## config.mk

```make
export PLATFORM = sky130hd
export DESIGN_NAME = jmp_unit
export DESIGN_NICKNAME = d
export VERILOG_FILES = /design/src/rtl/jmp_pkg.sv /design/src/rtl/jmp_cond_eval.sv /design/src/rtl/jmp_target_calc.sv /design/src/rtl/jmp_unit.sv
export SDC_FILE = /design/constraint.sdc
export NUM_CORES = 1
export LEC_CHECK = 0
export BUFFER_PORTS_ARGS = -buffer_cell sky130_fd_sc_hd__buf_2
export CAP_MARGIN = 20
export CORE_ASPECT_RATIO = 1.75
export CORE_MARGIN = 2
export CORE_UTILIZATION = 30
export DETAILED_ROUTE_END_ITERATION = 10
export SYNTH_ARGS = -nofsm -noshare
export SYNTH_HDL_FRONTEND = slang
export SYNTH_SLANG_ARGS = --single-unit
export TNS_END_PERCENT = 100
```

## constraint.sdc

```tcl
create_clock -name clk -period 2.7 [get_ports clk]
set_input_delay 0.405 -clock clk [delete_from_list [all_inputs] [get_ports clk]]
set_output_delay 0.405 -clock clk [all_outputs]
set_load 0.02 [all_outputs]
```

## src/rtl/jmp_pkg.sv

```systemverilog
package jmp_pkg;

    typedef enum logic [2:0] {
        CC_NZ  = 3'b000,
        CC_ZS  = 3'b001,
        CC_NC  = 3'b010,
        CC_CS  = 3'b011,
        CC_NEG = 3'b100,
        CC_GE  = 3'b101,
        CC_LT  = 3'b110,
        CC_ANY = 3'b111
    } cond_e;

    typedef struct packed {
        logic z;
        logic c;
        logic n;
        logic v;
    } flags_t;

    localparam logic [2:0] BRANCH_FMT = 3'b001;

endpackage

```

## src/rtl/jmp_cond_eval.sv

```systemverilog
module jmp_cond_eval
    import jmp_pkg::*;
(
    input  cond_e  cond_i,
    input  flags_t flags_i,
    output logic   hit_o
);

    always_comb begin
        unique case (cond_i)
            CC_NZ:   hit_o = ~flags_i.z;
            CC_ZS:   hit_o = flags_i.z;
            CC_NC:   hit_o = ~flags_i.c;
            CC_CS:   hit_o = flags_i.c;
            CC_NEG:  hit_o = flags_i.n;
            CC_GE:   hit_o = ~(flags_i.n ^ flags_i.v);
            CC_LT:   hit_o = flags_i.n ^ flags_i.v;
            CC_ANY:  hit_o = 1'b1;
            default: hit_o = 1'b0;
        endcase
    end

endmodule

```

## src/rtl/jmp_target_calc.sv

```systemverilog
module jmp_target_calc #(
    parameter int PC_W  = 16,
    parameter int OFS_W = 10
) (
    input  logic [PC_W-1:0]  pc_i,
    input  logic [OFS_W-1:0] ofs_i,
    output logic [PC_W-1:0]  target_o
);

    localparam int EXT_W = PC_W - OFS_W - 1;

    logic [PC_W-1:0] disp;

    always_comb begin
        disp     = {{EXT_W{ofs_i[OFS_W-1]}}, ofs_i, 1'b0};
        target_o = pc_i + disp;
    end

endmodule

```

## src/rtl/jmp_unit.sv

```systemverilog
module jmp_unit
    import jmp_pkg::*;
#(
    parameter int INSTR_W = 16,
    parameter int PC_W    = 16,
    parameter int OFS_W   = 10
) (
    input  logic               clk,
    input  logic               rst_n,
    input  logic [INSTR_W-1:0] instr_i,
    input  logic [PC_W-1:0]    pc_i,
    input  logic               flag_z_i,
    input  logic               flag_c_i,
    input  logic               flag_n_i,
    input  logic               flag_v_i,
    output logic [PC_W-1:0]    next_pc_o,
    output logic               taken_o
);

    localparam int FMT_HI  = INSTR_W - 1;
    localparam int COND_HI = INSTR_W - 4;

    typedef struct packed {
        logic            taken;
        logic [PC_W-1:0] pc;
    } res_t;

    res_t   res_d, res_q;
    flags_t flags;
    logic   is_branch;
    logic   cond_hit;
    logic [PC_W-1:0] target;

    assign flags = '{z: flag_z_i, c: flag_c_i, n: flag_n_i, v: flag_v_i};

    jmp_cond_eval u_cond (
        .cond_i  (cond_e'(instr_i[COND_HI -: 3])),
        .flags_i (flags),
        .hit_o   (cond_hit)
    );

    jmp_target_calc #(
        .PC_W  (PC_W),
        .OFS_W (OFS_W)
    ) u_tgt (
        .pc_i     (pc_i),
        .ofs_i    (instr_i[OFS_W-1:0]),
        .target_o (target)
    );

    always_comb begin
        is_branch   = (instr_i[FMT_HI -: 3] == BRANCH_FMT);
        res_d.taken = is_branch & cond_hit;
        res_d.pc    = res_d.taken ? target : pc_i;
    end

    always_ff @(posedge clk) begin
        if (!rst_n) begin
            res_q <= '0;
        end else begin
            res_q <= res_d;
        end
    end

    assign next_pc_o = res_q.pc;
    assign taken_o   = res_q.taken;

endmodule

```

Yosys cells after proc, flatten, opt, wreduce, memory -nomap -nowiden. Cells that the tools add are included.

Logic and storage cells: 19. Register bits after elaboration: 17. Input bits: 38. Output and inout port bits: 17.

Eq/ne operators: 8. Reductions and logical operators: 1. Multiplexer cells: 2. Bitwise logic cells: 5. Add/sub/neg operators: 1.

Operators with widths (count): adder 16 bit (1); two-way mux 16 bit (1); == test 3 bit, second input constant (4); case mux 1 bit (8 select lines) (1); == test 3 x 1 -> 1 bit, second input constant (2); == test 3 x 2 -> 1 bit, second input constant (2); logical NOT 3 bit (1); NOT 1 bit (3); bitwise AND 1 bit (1); XOR 1 bit (1).

Logic depth before layout (Yosys ltp).
Depth after elaboration: 5. Depth in mapped cells: 10. Mapped depth without buffers: 10.

Cells and area by module. Synthesis repeated with hierarchy kept, for this count alone.

Cell total of the unflattened synthesis: 158. Area, all modules: 1381.3 µm².

By module, submodules not included: jmp_unit (cells an instance 73, instances 1, seq. area each 340.3 µm², area each 689.4 µm²); jmp_target_calc (cells an instance 79, instances 1, seq. area each 0.0 µm², area each 620.6 µm²); jmp_cond_eval (cells an instance 6, instances 1, seq. area each 0.0 µm², area each 71.3 µm²).

Worst setup path before layout. No wires, ideal clock.

Kind: input to register. Start: in instr_i[0]. End: reg res_q, in the netlist next_pc_o[15]. Arrival time: 2.105 ns. Path buffers: 0. Cell stages on the path: 10. Data required time: 2.569 ns. Library setup time: 0.131 ns. Path slack: 0.464 ns. Path through: ha_1 -> inv_1 -> fa_1 -> nand2b_1 -> a21oi_1 -> o41ai_4 -> o21ai_0 -> a211oi_1 -> o311ai_1 -> o41ai_1.

Cells in the longest elaborated chain, start to end: 2.

RTL lines: start, declared (line jmp_unit.sv:10) `input logic [INSTR_W-1:0] instr_i,`; adder 16 bit (line jmp_target_calc.sv:16) `target_o = pc_i + disp;`; two-way mux 16 bit (line jmp_unit.sv:54) `res_d.pc = res_d.taken ? target : pc_i;`; end signal, assigned (line jmp_unit.sv:61) `res_q <= res_d;`; end, declared (line jmp_unit.sv:28) `res_t res_d, res_q;`.

Every way passes these cells. A chain may end at the register's enable or synchronous reset.

Final worst setup path.
Start: in pc_i[1]. End: reg res_q, in the netlist next_pc_o[15].

Cells in the longest elaborated chain, start to end: 2.

RTL lines: start, declared (line jmp_unit.sv:11) `input logic [PC_W-1:0] pc_i,`; adder 16 bit (line jmp_target_calc.sv:16); two-way mux 16 bit (line jmp_unit.sv:54).

Every way passes these cells.

==> flow_summary.ini <==
[status]
status = completed

[sta]
fin_hold_ws_ns = 0.368
slew_headroom = 0.572
fin_tns_setup_ns = 0
worst_slew_pin_slew_ns = 0.642
rsz0062_at_grt = no
period_minus_slack_ns = 2.29
hold_violations = 0
clock.fmax_ghz = 0.436
slew_violations = 0
finalSetupViolations = 0
timing.final.crit_share = 0.849

[cells_and_area]
num-nets-final = 267
final_area_mm2 = 0.00170
n_antenna_cell = 0
multiInputGateArea_um2 = 947
fillCellCount = 471
ff_latch_area_um2 = 340
final_common_cell = buf_2
drive_gt1_frac = 0.296
area_delta_synth_final_pct = 26.9
final_cell_mix = buf_2 (54), nor2_1 (26), dfxtp_1 (17)
instances_no_fill = 264

[critical_path]
critPathMaxFanout = 5
endpoint_kind = register
cp_slowest_cell = fa_1
worstPathCellList = buf_2 > ha_1 > inv_1 > fa_1 > nand2b_1 > a21oi_1 > o41ai_4 > o21ai_0 > a211oi_1 > o311ai_1 > o41ai_1
path_buf_inv = 2
critPathRequiredTime_ns = 2.80
critPathMaxStageDelay_ns = 0.39
critPathKind = in -> reg
crit_path_start_kind = input port
crit_arrival_ns = 2.40
critical_path.top_delay_family = compound AO/OA/AOI/OAI gates

[synthesis]
synth.yosys.seq_area_share = 0.254
synth_warnings = 0
synth_fa_ha_area_frac = 0.146
synthSimpleGateAreaFrac = 0.169
synthesis.nets = 210
synth.area.mux_share = 0.0448
ys_ff_latch = 17
synth_edf_count = 0
synth_cell_type_count = 40
synth_top_flop_cell = dfxtp_1
synth-compound-area-share = 0.275
synth_area_mm2 = 0.00134
synthArstFlopShare = 0
syn_inst = 157
postSynthAreaPerCell_um2 = 8.54
synth-xor-area-share = 0.0719
synth_top_family_by_area = compound AO/OA/AOI/OAI gates

[clocking]
cts.sinks = 17
post-cts-setup-buffers = 0
cts_root_buffer = clkbuf_8
cts.repair.resized = 0
clkSlewWorstSetupHoldPaths_ns = 0.06
cts_hold_buf = 0
cts_tree = yes
clock_path_buffers = 2
numCtsBuffers = 3
htree_levels = 1

[power_and_ir_drop]
vdd_drop_max_uv = 253
leakage_nw = 0.869
power_uw = 712
p_per_area_mw_per_mm2 = 419

[flow_run]
max_cap_violations = 0

[place]
place_area_mm2 = 0.00166
place_hpwl_um = 2740
dp_cells = 260
place_congestion = 0.860
port_buffers = 54

[floorplanning]
initial_utilization = 0.307
die-area_mm2 = 0.00504
core_mm2 = 0.00436
rows = 32
dieHeight_um = 92.4
die_w_um = 54.5
io_pins = 55

[global_route]
grtUsageTotal = 0.132
overflow = 0
grt_pass1_vias = 1233
grt_first_pass_wirelength_um = 5090
grt_max_degree = 24
antenna_found_initial = 0

[drt]
viasPerCell = 4.91
num_vias = 1296
ant_nets = 0
wirelength_um = 3160
drt_pass1_iterations = 4
drc = 0
post_drt_wl_per_cell_um = 12.0
drt_iter0_drc = 17

[min_path]
hold_class = in -> reg
-- flip-flops by register name (all words and copies together), names as in the netlist --
signal     count
taken_o        1
next_pc_o     16
-- layout make-up --
| type | count | area share |
|---|---|---|
| Multi-Input combinational cell | 130 | 0.557 |
| Timing Repair Buffer | 55 | 0.163 |
| Tap cell | 51 | 0.0375 |
| Clock buffer | 4 | 0.0265 |
| Inverter | 7 | 0.0155 |
| Sequential cell | 17 | 0.200 |
-- kinds of logic after synthesis --
family                   after synthesis
AO/OA/AOI/OAI                         50
XOR/XNOR                              11
adder cells (fa/ha/maj)               15
buffers and inverters                 10
flip-flops                            17
multiplexers                           6
AND/OR/NAND/NOR                       48
-- metal layers --
layer	up-vias	track usage	share of wire
li1	682	-	-
met3	4	0	0.039
met5	-	0	0
met1	577	0.132	0.38
met2	33	0.256	0.57
met4	0	0.0646	0.014
-- cells in the mapped netlist, drive strengths merged (2+ instances only) --
master,instances,area [µm²]
dfxtp,17,340
a211oi,5,37.5
nor2,27,104
nand2b,4,25.0
mux2i,6,60.1
nand3,2,10.0
xor2,10,87.6
nand2,3,11.3
a21o,6,45.0
nand4,3,18.8
ha,14,175
nor3,3,15.0
inv,6,22.5
o21bai,2,15.0
a21oi,16,80.1
o21ai,9,45.0
o41ai,2,36.3
o21a,2,15.0
buf,2,22.5
-- metrics by stage --
step | utilization | worst slack [ns]
2_1_floorplan | - | 0.464
3_3_place_gp | 0.379 | 0.221
4_1_cts | 0.390 | 0.380
3_5_place_dp | 0.379 | 0.126
6_report | 0.390 | 0.408
5_1_grt | 0.390 | 0.185
-- final timing paths --
| path | startpoint | end | slack (ns) | cells past startpoint |
|---|---|---|---|---|
| max | pc_i[1] | next_pc_o[15] | 0.41 | 11 |
| min | pc_i[0] | next_pc_o[0] | 0.37 | 2 |
-- power by group --
group	switching (mW)	leakage, nW	internal, mW
clock	0.0749	0.0228	0.104
combinational	0.150	0.705	0.113
sequential	0.00301	0.141	0.267
Power figures use the tool's default switching activity.
